File: src/rtl/rf_pkg.sv
// Package: rf_pkg
// Shared defaults and register naming for the dual-read register file.
// Assumes identifiers at or above the register count name no register.
package rf_pkg;
    localparam int RF_DATA_W   = 32;
    localparam int RF_NUM_REGS = 8;
    localparam int RF_ID_W     = 4;

    typedef enum logic [RF_ID_W-1:0] {
        GP0 = 4'd0, GP1 = 4'd1, GP2 = 4'd2, GP3 = 4'd3,
        GP4 = 4'd4, GP5 = 4'd5, GP6 = 4'd6, GP7 = 4'd7,
        GP_NONE = 4'd8
    } rf_id_e;
endpackage

File: src/rtl/rf_id_decode.sv
// Module: rf_id_decode
// Turns a register identifier into a one-hot select. Any identifier at or
// above NUM_REGS yields an all-zero select (no register).
// Assumes 2**ID_W >= NUM_REGS.
module rf_id_decode #(
    parameter int NUM_REGS = rf_pkg::RF_NUM_REGS,
    parameter int ID_W     = rf_pkg::RF_ID_W
) (
    input  logic [ID_W-1:0]     id,
    output logic [NUM_REGS-1:0] sel
);
    // Purpose: one bit per register, raised only when the identifier matches it.
    always_comb begin
        for (int i = 0; i < NUM_REGS; i++) begin
            sel[i] = (id == ID_W'(i));
        end
    end
endmodule

File: src/rtl/rf_storage.sv
// Module: rf_storage
// Holds NUM_REGS words. A one-hot select picks the register loaded on the
// rising edge; an all-zero select writes nothing. Synchronous active-low
// reset clears every word and wins over a write.
module rf_storage #(
    parameter int NUM_REGS = rf_pkg::RF_NUM_REGS,
    parameter int DATA_W   = rf_pkg::RF_DATA_W
) (
    input  logic                           clk,
    input  logic                           rst_n,
    input  logic [NUM_REGS-1:0]            wr_sel,
    input  logic [DATA_W-1:0]              wr_data,
    output logic [NUM_REGS-1:0][DATA_W-1:0] regs_q
);
    for (genvar g = 0; g < NUM_REGS; g++) begin : g_word
        // Purpose: reset, load on select, else hold.
        always_ff @(posedge clk) begin
            if (!rst_n)
                regs_q[g] <= '0;
            else if (wr_sel[g])
                regs_q[g] <= wr_data;
        end

        // the cycle after reset every word reads zero
        assert_reset_clears_R1: assert property (@(posedge clk) disable iff (!rst_n)
            $past(!rst_n) |-> (regs_q[g] == '0));

        // a selected word holds the data presented at the edge
        assert_write_lands_R5: assert property (@(posedge clk) disable iff (!rst_n)
            ($past(rst_n) && $past(wr_sel[g])) |-> (regs_q[g] == $past(wr_data)));

        // an unselected word never moves
        assert_unselected_hold_R6: assert property (@(posedge clk) disable iff (!rst_n)
            ($past(rst_n) && !$past(wr_sel[g])) |-> $stable(regs_q[g]));
    end

    // at most one word is ever loaded at once
    assert_single_target_R5: assert property (@(posedge clk) disable iff (!rst_n)
        $onehot0(wr_sel));
endmodule

File: src/rtl/rf_read_port.sv
// Module: rf_read_port
// One combinational read port. Identifiers at or above NUM_REGS return zero.
// Assumes 2**ID_W >= NUM_REGS and NUM_REGS is a power of two.
module rf_read_port #(
    parameter int NUM_REGS = rf_pkg::RF_NUM_REGS,
    parameter int DATA_W   = rf_pkg::RF_DATA_W,
    parameter int ID_W     = rf_pkg::RF_ID_W
) (
    input  logic [ID_W-1:0]                 id,
    input  logic [NUM_REGS-1:0][DATA_W-1:0] regs_q,
    output logic [DATA_W-1:0]               data
);
    localparam int SEL_W = (NUM_REGS > 1) ? $clog2(NUM_REGS) : 1;

    logic              id_valid;
    logic [SEL_W-1:0]  idx;

    // Purpose: split the identifier into a range check and a word index.
    always_comb begin
        id_valid = (id < ID_W'(NUM_REGS));
        idx      = id[SEL_W-1:0];
    end

    // Purpose: select the word, forcing zero for a null identifier.
    always_comb begin
        data = id_valid ? regs_q[idx] : '0;
    end
endmodule

File: src/rtl/rf_dual_read.sv
// Module: rf_dual_read
// Register file top: two combinational read ports, one clocked write port,
// 4-bit identifiers with 8..15 meaning "no register". Reads are not bypassed.
module rf_dual_read #(
    parameter int NUM_REGS = rf_pkg::RF_NUM_REGS,
    parameter int DATA_W   = rf_pkg::RF_DATA_W,
    parameter int ID_W     = rf_pkg::RF_ID_W
) (
    input  logic              clk,
    input  logic              rst_n,
    input  logic [ID_W-1:0]   rd_a_id,
    output logic [DATA_W-1:0] rd_a_data,
    input  logic [ID_W-1:0]   rd_b_id,
    output logic [DATA_W-1:0] rd_b_data,
    input  logic [ID_W-1:0]   wr_id,
    input  logic [DATA_W-1:0] wr_data
);
    localparam int NUM_RD = 2;

    logic [NUM_REGS-1:0]             wr_sel;
    logic [NUM_REGS-1:0][DATA_W-1:0] regs_q;
    logic [NUM_RD-1:0][ID_W-1:0]     rd_id;
    logic [NUM_RD-1:0][DATA_W-1:0]   rd_q;

    // Purpose: gather the read identifiers so the ports can be generated.
    always_comb begin
        rd_id[0] = rd_a_id;
        rd_id[1] = rd_b_id;
    end

    // Purpose: drive the outputs from the generated read ports.
    always_comb begin
        rd_a_data = rd_q[0];
        rd_b_data = rd_q[1];
    end

    rf_id_decode #(.NUM_REGS(NUM_REGS), .ID_W(ID_W)) u_wr_decode (
        .id  (wr_id),
        .sel (wr_sel)
    );

    rf_storage #(.NUM_REGS(NUM_REGS), .DATA_W(DATA_W)) u_storage (
        .clk     (clk),
        .rst_n   (rst_n),
        .wr_sel  (wr_sel),
        .wr_data (wr_data),
        .regs_q  (regs_q)
    );

    for (genvar p = 0; p < NUM_RD; p++) begin : g_rd
        rf_read_port #(.NUM_REGS(NUM_REGS), .DATA_W(DATA_W), .ID_W(ID_W)) u_port (
            .id     (rd_id[p]),
            .regs_q (regs_q),
            .data   (rd_q[p])
        );

        // a null identifier on a read port yields zero
        assert_null_read_zero_R3: assert property (@(posedge clk) disable iff (!rst_n)
            (rd_id[p] >= ID_W'(NUM_REGS)) |-> (rd_q[p] == '0));

        // with a steady identifier, read data moves only after a write to it
        assert_read_moves_on_write_R8: assert property (@(posedge clk) disable iff (!rst_n)
            ($past(rst_n) && $stable(rd_id[p]) && ($past(wr_id) != rd_id[p]))
            |-> $stable(rd_q[p]));
    end

    // the write decoder selects nothing for identifiers 8..15
    assert_null_write_idle_R7: assert property (@(posedge clk) disable iff (!rst_n)
        (wr_id >= ID_W'(NUM_REGS)) |-> (wr_sel == '0));
endmodule

File: config.mk
export PLATFORM = sky130hd
export DESIGN_NAME = rf_dual_read
export DESIGN_NICKNAME = d
export VERILOG_FILES = /design/src/rtl/rf_pkg.sv /design/src/rtl/rf_id_decode.sv /design/src/rtl/rf_storage.sv /design/src/rtl/rf_read_port.sv /design/src/rtl/rf_dual_read.sv
export SDC_FILE = /design/constraint.sdc
export NUM_CORES = 1
export LEC_CHECK = 0
export BUFFER_PORTS_ARGS = -buffer_cell sky130_fd_sc_hd__buf_2
export CORE_MARGIN = 2
export CORE_UTILIZATION = 55
export DETAILED_ROUTE_END_ITERATION = 8
export GPL_TIMING_DRIVEN = 1
export PLACE_DENSITY = 0.8
export SLEW_MARGIN = 15
export SYNTH_ARGS = -nofsm -noshare
export SYNTH_HDL_FRONTEND = slang
export SYNTH_SLANG_ARGS = --single-unit
File: constraint.sdc
create_clock -name clk -period 3.2 [get_ports clk]
set_clock_uncertainty 0.2 [all_clocks]
set_input_delay 0.96 -clock clk [delete_from_list [all_inputs] [get_ports clk]]
set_output_delay 0.96 -clock clk [all_outputs]
set_load 0.02 [all_outputs]
# Word level (Yosys, flattened, before mapping)
# Index checks and enable logic that the tools add are counted.
word_totals:
  register_bits: 256
  inputBits: 46
  out_inout_bits: 64
classes:
  n_lt_le_gt_ge: 4
  eq_ne: 7
  n_mux: 6
  reduce_logical: 1
ops:
  columns: ["operator", "n"]
  rows:
  - ["$bmux 32 s3", 2]
  - ["$mux 32", 4]
  - ["$eq 4x3->1 const B", 4]
  - ["$eq 4x2->1 const B", 2]
  - ["$lt 3x4->1 const B", 2]
  - ["$lt 4x4->1 const B", 2]
  - ["$eq 4x1->1 const B", 1]
  - ["$logic_not 4->1", 1]

# Logic depth before layout (Yosys ltp)
# Gate-level depths: netlist of the first run.
depth:
  depth_word: 3
  mapped_depth: 6
  ltp_nobuf: 3

# By module
# From an unflattened synthesis of the first run, not the netlist that was laid out.
hier_totals:
  hier_cells: 1166
  area_unflattened_um2: 14458.9
by_module_without_submodules:
  columns: ["mod", "instances", "cells_each", "area_each_um2", "seq_area_each_um2"]
  rows:
  - ["rf_storage", 1, 860, 10243.6, 5124.9]
  - ["rf_read_port", 2, 149, 2067.0, 0.0]
  - ["rf_id_decode", 1, 8, 81.3, 0.0]

# Worst setup path after synthesis of the first run
# No wires, ideal clock.
synth_path:
  kind: "input-to-output"
  start: "input port rd_a_id[1]"
  end: "output port rd_a_data[10]"
  arrival_ns: 2.158
  setup_slack_ns: -0.118
  stages: 5
  n_path_buf: 2
  path_cell_list: "buf_2 > buf_4 > mux4_2 > mux2i_1 > nor2_1"
synth_between:
  elab_chain_len: 3
synth_rtl:
  columns: ["element", "line", "text"]
  rows:
  - ["start, declared", "rf_dual_read.sv:11", "input logic [ID_W-1:0] rd_a_id,"]
  - ["$bmux 32 s3", "rf_read_port.sv:26", "data = id_valid ? regs_q[idx] : '0;"]
  - ["$mux 32 (implied by the code)", "rf_read_port.sv:26", null]
  - ["$mux 32 *", "rf_read_port.sv:26", null]
  - ["end, declared", "rf_dual_read.sv:12", "output logic [DATA_W-1:0] rd_a_data,"]
# Every way passes the cells marked *; elsewhere a longest branch is shown, timed or not. The select of a mux whose other input is x is not followed.

# Worst setup path after layout of the first run
layout_path:
  start: "input port rd_a_id[1]"
  end: "output port rd_a_data[12]"
# Same word-level chain as after synthesis.

==> PnR_summary.wiki, run 1 <==
{| class="wikitable"
! Metric !! Value
|-
| Average cell area after synthesis || 9.43 um2
|-
| Critical path type || in -> out
|-
| Clock sink total || 256
|-
| Largest fanout of any net on the critical path || 6
|-
| Final WL || 42.5 mm
|-
| I/O pin count || 110
|-
| Cell Rows || 57
|-
| CTS clk-pin slew, worst paths || 60 ps
|-
| Post-synth EDFFs || 0
|-
| Count of antenna-violating nets left after detailed routing || 0
|-
| First-pass GRT wire length || 65.4 mm
|-
| Post-layout util || 0.663
|-
| Number of warning messages in the yosys log || 0
|-
| Flip-flop count of the largest register after layout || 256
|-
| Endpoint arrival time on the critical path || 2380 ps
|-
| Largest voltage drop on the vdd net || 421 uV
|-
| Fillcell total || 1,795
|-
| Vias per cell || 6.31
|-
| Static power due to leakage || 5.94 nW
|-
| Antenna violations before repair || 3
|-
| Async S/R FF share, synth || 0
|-
| Number of buffer and inverter instances along the worst setup path || 5
|-
| Most frequently used flop master after synthesis || sky130_fd_sc_hd__dfxtp_1
|-
| Post-synthesis net count || 1,507
|-
| Capturing element type of the critical path || output pin
|-
| Top cell type's share of synthesized area || 0.372
|-
| Core area || 0.0245 mm2
|-
| Cell accounting for the most synthesized area || sky130_fd_sc_hd__dfxtp_1
|-
| Synth Cell Area || 0.0138 mm2
|-
| Total number of vias || 11,723
|-
| Clock H-tree levels || 1
|-
| Syn Inst Count || 1,461
|-
| Least-Margin Pin Slew || 933 ps
|-
| Power per unit of standard cell area || 459 mW/mm2
|-
| Worst setup slack before clock tree synthesis || -350 ps
|-
| Synthesized flop and latch total || 256
|-
| Signed area change from the synthesized netlist to the final layout || 17.8%
|-
| Distinct cells, synth || 21
|-
| Die X-Extent || 162 um
|-
| Number of failing setup endpoints in the final timing report || 64
|-
| Chip Height || 162 um
|-
| Required time reported for the critical path endpoint || 2040 ps
|-
| Post-route setup slack || -335 ps
|-
| Path type of the worst min-delay path || reg -> reg
|-
| Most used cell along the critical path || sky130_fd_sc_hd__buf_12
|-
| Number of DRC violations after detailed routing || 0
|-
| Master cell of the clock root buffer || sky130_fd_sc_hd__clkbuf_16
|-
| TritonCTS Buffers || 27
|-
| Number of global-route vias before repair || 11,891
|-
| Detailed placer's ending HPWL || 23.6 mm
|-
| Cells along the critical path || buf_12 > buf_12 > buf_12 > buf_6 > mux4_2 > mux2i_1 > nor2_1 > buf_4
|-
| Most repeated cell in the gate-level netlist after synthesis || sky130_fd_sc_hd__nand2_1
|-
| Number of I/O port buffers || 109
|-
| Avg WL per Cell || 22.9 um
|-
| Number of optimization iterations in the first detailed-route pass || 5
|-
| Period utilization || 1.10
|-
| WHS || 266 ps
|-
| Slowest stage cell on the critical path || sky130_fd_sc_hd__mux4_2
|-
| Die Outline Area || 0.0263 mm2
|-
| TritonCTS clock tree || yes
|-
| Kind of start point of the critical path || input pin
|-
| Post-synth top cells || sky130_fd_sc_hd__nand2_1 (512), sky130_fd_sc_hd__dfxtp_1 (256), sky130_fd_sc_hd__a21boi_1 (238)
|-
| Leading registers by flop count || u_storage.regs_q (256)
|-
| Skew-Pair Late Insertion Delay || 530 ps
|-
| MaxCap Viol Count || 0
|-
| Switching part of the total power || 0.246
|-
| Proportion of synthesized chip area in sequential cells || 0.372
|-
| CTS max path bufs || 3
|-
| Overflow left after global routing || 0
|-
| Number of DRC markers after the initial detailed-route iteration || 1,323
|-
| Pin count of the biggest net entering global routing || 69
|-
| Fin. max-slew vios || 0
|-
| Cell-internal power || 5.62 mW
|-
| Failing checks || negative setup slack
|-
| Top post-synthesis cells by area || sky130_fd_sc_hd__dfxtp_1 (37%), sky130_fd_sc_hd__mux4_2 (21%), sky130_fd_sc_hd__nand2_1 (14%)
|-
| NumNets Final || 1,558
|-
| Register with the highest flop count || u_storage.regs_q
|-
| Top Family by Delay on Critical Path || buffers and inverters
|-
| Highest attainable clock frequency || 0.283 GHz
|-
| Global placement routability congestion || 0.818
|-
| Combinational cell fraction of total power || 0.116
|-
| Sequential fraction of design power || 0.444
|-
| Total area of multi-input combinational cells || 0.00792 mm2
|-
| Layout cell share with drive strength beyond 1 || 0.251
|-
| Relative slew slack || 0.378
|-
| Combined global-route utilization of all metal layers || 0.322
|-
| Unrepaired setup endpoints after global routing || yes
|-
| Effective utilization at floorplan || 0.563
|-
| Clock power share || 0.440
|-
| Total count of hold-check failures in the final report || 0
|-
| Net switching power of the design || 1.83 mW
|-
| Sequential cell area || 0.00512 mm2
|-
| Status || finished, violations left
|-
| Delay of the slowest cell on the worst path || 490 ps
|-
| Post-layout min period || 3540 ps
|}
layout by cell type, fill, tap and decap left out, types with 18 or more instances in the layout:
master,n
sky130_fd_sc_hd__nand2_1,512
sky130_fd_sc_hd__a21boi_1,238
sky130_fd_sc_hd__nor2_1,61
sky130_fd_sc_hd__mux4_2,128
sky130_fd_sc_hd__buf_2,77
sky130_fd_sc_hd__buf_4,52
sky130_fd_sc_hd__a21boi_0,18
sky130_fd_sc_hd__clkbuf_16,27
sky130_fd_sc_hd__buf_12,44
sky130_fd_sc_hd__mux2i_1,52
sky130_fd_sc_hd__dfxtp_1,256
final timing paths:
path	endpoint	startpoint	cells past startpoint	slack, ps
worst max-delay path	rd_a_data[12]	rd_a_id[1]	8	-340
worst min register to register	u_storage.regs_q[213]	u_storage.regs_q[213]	2	270
worst min-delay path	u_storage.regs_q[213]	u_storage.regs_q[213]	2	270
worst max register to register	u_storage.regs_q[77]	u_storage.regs_q[77]	2	2250
area by class of cell:
class / instances / share of cell area
diodes: 2 / 0.000308
clock inverters: 13 / 0.0102
well taps: 324 / 0.0250
multi-input cells: 1040 / 0.488
repair buffers: 187 / 0.115
flip-flops and latches: 256 / 0.316
clock buffers: 36 / 0.0462
power by group through the flow:
stage	Combinational, mW	Sequential, mW	Clock (mW)
floorplan	0.548	3.36	0
global placement	0.765	3.37	0
detailed placement	0.780	3.37	0
CTS	0.856	3.30	3.28
global route	0.905	3.31	3.43
finish	0.866	3.31	3.27
layer usage:
| layer | wire length (um) | GRT usage | part of all wire |
|---|---|---|---|
| met1 | 15300 | 0.383 | 0.36 |
| met2 | 21200 | 0.562 | 0.50 |
| met3 | 4070 | 0.0575 | 0.096 |
| met4 | 2020 | 0.159 | 0.047 |
| met5 | 0 | 0 | 0 |
worst min-delay path, cell delays in order, from the launching register on:
cell and delay (ps):
sky130_fd_sc_hd__dfxtp_1 320, sky130_fd_sc_hd__nand2_1 50, sky130_fd_sc_hd__a21boi_1 50
what timing repair did:
item	in CTS	in global routing
endpoints found under the hold margin	0	0
setup endpoints to repair	64	64
gates resized for setup	60	34
hold buffers	0	0
pin swaps	2	6
gates cloned	6	0
setup buffers	14	7
metrics by stage:
step                TNS (ps)  std cells  instance area (um2)  total power [mW]
global route          -16290       1858                16200              7.65
finish                -13880       1858                16200              7.44
global placement      -15860       1790                14800              4.13
detailed placement    -17250       1790                14800              4.15
floorplan                  0       1461                13900              3.90
CTS                   -13690       1857                16200              7.44
cells by family after synthesis:
kind of cell / after synthesis / synth area share
buf+inv: 165 / 0.0599
flops: 256 / 0.372
simple gates: 592 / 0.173
compound gates: 256 / 0.140
mux: 192 / 0.256
(Power assumes the default switching activity.)
==> run 2: changes to the inputs <==
- SYNTH_HIERARCHICAL: not set -> 1
==> run 2 against run 1 <==
  * The flow still finishes with violations (negative setup slack)
  * Fmax is 3.3% higher
  * Register-to-register slack hardly changed
  * Cell count down 14%
  * Die area grew 4.8%
  * Highest routed layer unchanged
  * Critical path depth fell by 2
  * Routed wire length shrank 18%
  * Global-route usage shrank 6.9 points
  * Sequential share of layout area is 0.42 points lower
  * Count of clock-buffer cells in the layout is 1 higher
  * Core utilization down 2.9 points
  * Design area up 1.3%
==> PnR_summary.wiki, run 2 <==
{| class="wikitable"
! Metric !! Value
|-
| Effective utilization at floorplan || 0.558
|-
| Leading cell types in the layout, fill and taps excluded || sky130_fd_sc_hd__mux2i_1 (306), sky130_fd_sc_hd__dfxtp_1 (256), sky130_fd_sc_hd__nor2b_1 (250), sky130_fd_sc_hd__mux4_2 (127), sky130_fd_sc_hd__buf_2 (86)
|-
| Endpoint arrival time on the critical path || 2260 ps
|-
| Fin. max-slew vios || 0
|-
| Global placement routability congestion || 0.763
|-
| Sequential fraction of design power || 0.442
|-
| Least-Margin Pin Slew || 566 ps
|-
| Delay of the slowest cell on the worst path || 530 ps
|-
| Clock power share || 0.441
|-
| Switching part of the total power || 0.238
|-
| Number of global-route vias before repair || 9,717
|-
| NumNets Final || 1,284
|-
| I/O pin count || 110
|-
| Hold Path Cell Cnt || 2
|-
| TritonCTS Buffers || 27
|-
| Core area || 0.0259 mm2
|-
| Average cell area after synthesis || 12.4 um2
|-
| Clock sink total || 256
|-
| Flip-flop count of the largest register after layout || 256
|-
| Path type of the worst min-delay path || reg -> reg
|-
| Async S/R FF share, synth || 0
|-
| Largest voltage drop on the vdd net || 451 uV
|-
| Period utilization || 1.07
|-
| Overflow left after global routing || 0
|-
| Cell Count, Final, Fillers Out || 1,594
|-
| WHS || 329 ps
|-
| Number of failing setup endpoints in the final timing report || 64
|-
| MaxCap Viol Count || 0
|-
| Count of antenna-violating nets left after detailed routing || 0
|-
| Critical path type || in -> out
|-
| Distinct cells, synth || 18
|-
| CTS clk-pin slew, worst paths || 60 ps
|-
| Post-route setup slack || -223 ps
|-
| Synth Cell Area || 0.0145 mm2
|-
| Syn Inst Count || 1,166
|-
| Avg WL per Cell || 22.0 um
|-
| Path depth of the worst reg2reg path || 2
|-
| Capturing element type of the critical path || output pin
|-
| Combinational cell fraction of total power || 0.117
|-
| TritonCTS clock tree || yes
|-
| Post-synth EDFFs || 0
|-
| Largest fanout of any net on the critical path || 14
|-
| Number of DRC markers after the initial detailed-route iteration || 572
|-
| Number of DRC violations after detailed routing || 0
|-
| Post-layout min period || 3420 ps
|-
| Unrepaired setup endpoints after global routing || yes
|-
| Overall power || 7.47 mW
|-
| Worst setup slack before clock tree synthesis || -352 ps
|-
| Post-synthesis net count || 1,212
|-
| Most frequently used flop master after synthesis || sky130_fd_sc_hd__dfxtp_1
|-
| Cell-internal power || 5.69 mW
|-
| Placed insts || 1,525
|-
| Proportion of synthesized chip area in sequential cells || 0.354
|-
| Master cell of the clock root buffer || sky130_fd_sc_hd__clkbuf_16
|-
| Antenna violations before repair || 1
|-
| Layout cell share with drive strength beyond 1 || 0.297
|-
| Reg-to-reg critical path startpoint || u_storage/regs_q[32]
|-
| Number of I/O port buffers || 109
|-
| Register with the highest flop count || u_storage/regs_q
|-
| Status || finished, violations left
|-
| Skew-Pair Late Insertion Delay || 540 ps
|-
| Net switching power of the design || 1.78 mW
|-
| Required time reported for the critical path endpoint || 2040 ps
|-
| Static power due to leakage || 5.73 nW
|-
| Number of optimization iterations in the first detailed-route pass || 5
|-
| Slowest stage cell on the critical path || sky130_fd_sc_hd__mux4_2
|-
| Power per unit of standard cell area || 454 mW/mm2
|-
| Slack of the worst reg-to-reg path || 2260 ps
|-
| Fillcell total || 1,895
|-
| Hold endpoint || u_storage/regs_q[201]
|-
| Most used cell along the critical path || sky130_fd_sc_hd__buf_16
|-
| Combined global-route utilization of all metal layers || 0.252
|-
| First-pass GRT wire length || 55.1 mm
|-
| Top post-synthesis cells by area || sky130_fd_sc_hd__dfxtp_1 (35%), sky130_fd_sc_hd__mux2i_1 (22%), sky130_fd_sc_hd__mux4_2 (19%)
|-
| Kind of start point of the critical path || input pin
|-
| Highest attainable clock frequency || 0.292 GHz
|-
| Die Outline Area || 0.0276 mm2
|-
| Final WL || 35.1 mm
|-
| Pin count of the biggest net entering global routing || 87
|-
| Clock H-tree levels || 1
|-
| Total number of vias || 9,329
|-
| Capturing point of the worst reg2reg path || u_storage/regs_q[32]
|-
| CTS max path bufs || 3
|-
| Cells along the critical path || buf_16 > buf_16 > mux4_2 > mux2i_2 > nor2_1 > buf_2
|-
| Detailed placer's ending HPWL || 20.4 mm
|-
| Top cell type's share of synthesized area || 0.354
|-
| Synthesized flop and latch total || 256
|-
| Chip Height || 166 um
|-
| Relative slew slack || 0.623
|-
| Die X-Extent || 166 um
|-
| Total area of multi-input combinational cells || 0.00813 mm2
|-
| Cell Rows || 59
|-
| Post-synth top cells || sky130_fd_sc_hd__mux2i_1 (320), sky130_fd_sc_hd__dfxtp_1 (256), sky130_fd_sc_hd__nor2b_1 (250)
|-
| Leading registers by flop count || u_storage/regs_q (256)
|-
| Most repeated cell in the gate-level netlist after synthesis || sky130_fd_sc_hd__mux2i_1
|-
| Commonest non-fill, non-tap cell in the layout || sky130_fd_sc_hd__mux2i_1
|-
| Cell accounting for the most synthesized area || sky130_fd_sc_hd__dfxtp_1
|-
| Failing checks || negative setup slack
|-
| Total count of hold-check failures in the final report || 0
|-
| Sequential cell area || 0.00512 mm2
|-
| Post-cts hold buffer count || 0
|-
| Number of warning messages in the yosys log || 6
|-
| Signed area change from the synthesized netlist to the final layout || 13.8%
|-
| Total negative setup slack || -8620 ps
|-
| Min-Delay Startpoint || u_storage/regs_q[201]
|-
| Vias per cell || 5.85
|}
## run 2: worst max path at each step
stage / to / startpoint / depth (start not counted) / slack [ps]
2_1_floorplan: rd_a_data[15] / rd_a_id[1] / 5 / 9
3_3_place_gp: rd_a_data[28] / rd_a_id[1] / 6 / -340
3_5_place_dp: rd_b_data[11] / rd_b_id[1] / 6 / -350
4_1_cts: rd_a_data[18] / rd_a_id[1] / 6 / -230
5_1_grt: rd_a_data[29] / rd_a_id[1] / 7 / -280
6_report: rd_a_data[12] / rd_a_id[1] / 6 / -220
## run 2: final cells by class
class,count,share of cell area
repair buffers,177,0.112
multi-input cells,776,0.494
diodes,1,0.000152
clock inverters,12,0.0101
well taps,335,0.0255
flip-flops and latches,256,0.312
clock buffers,37,0.0464
## run 2: power by group through the flow
| stage | sequential, mW | combinational (mW) | clock, mW |
|---|---|---|---|
| after floorplan | 3.36 | 0.622 | 0 |
| after global placement | 3.37 | 0.764 | 0 |
| after detailed placement | 3.37 | 0.775 | 0 |
| after CTS | 3.30 | 0.873 | 3.33 |
| after global routing | 3.31 | 0.919 | 3.47 |
| final | 3.31 | 0.871 | 3.30 |
## run 2: logic make-up (layout without fill, tap and decap cells)
kind of cell,Yosys count,in the layout,share of synthesized area
simple gates,328,328,0.134
buf+inv,134,226,0.0901
other cells,0,1,0
flops,256,256,0.354
mux,448,448,0.422
## run 2: what timing repair did
item	in CTS	in global routing
hold endpoints to repair	0	0
endpoints found under the setup margin	64	64
resized for setup	78	13
gates cloned	8	0
buffers inserted	12	1
pin swaps	4	5
## run 2: per-layer routing
metal,global-route usage,up-vias,wire length (um)
met4,0.0907,0,964
met5,0,-,0
li1,-,4306,-
met3,0.0338,72,1500
met2,0.441,244,18000
met1,0.321,4707,14600
## run 2: per-stage QoR
| stage | cell area (um2) | utilization |
|---|---|---|
| after floorplan | 14500 | - |
| after global placement | 14900 | 0.574 |
| after detailed placement | 14900 | 0.574 |
| after CTS | 16500 | 0.635 |
| after global routing | 16400 | 0.635 |
| final | 16400 | 0.635 |
## run 2: critical path, delay by kind of cell
family | cells | cell delay (ps)
buf+inv | 3 | 480
simple gates | 1 | 60
mux | 2 | 740
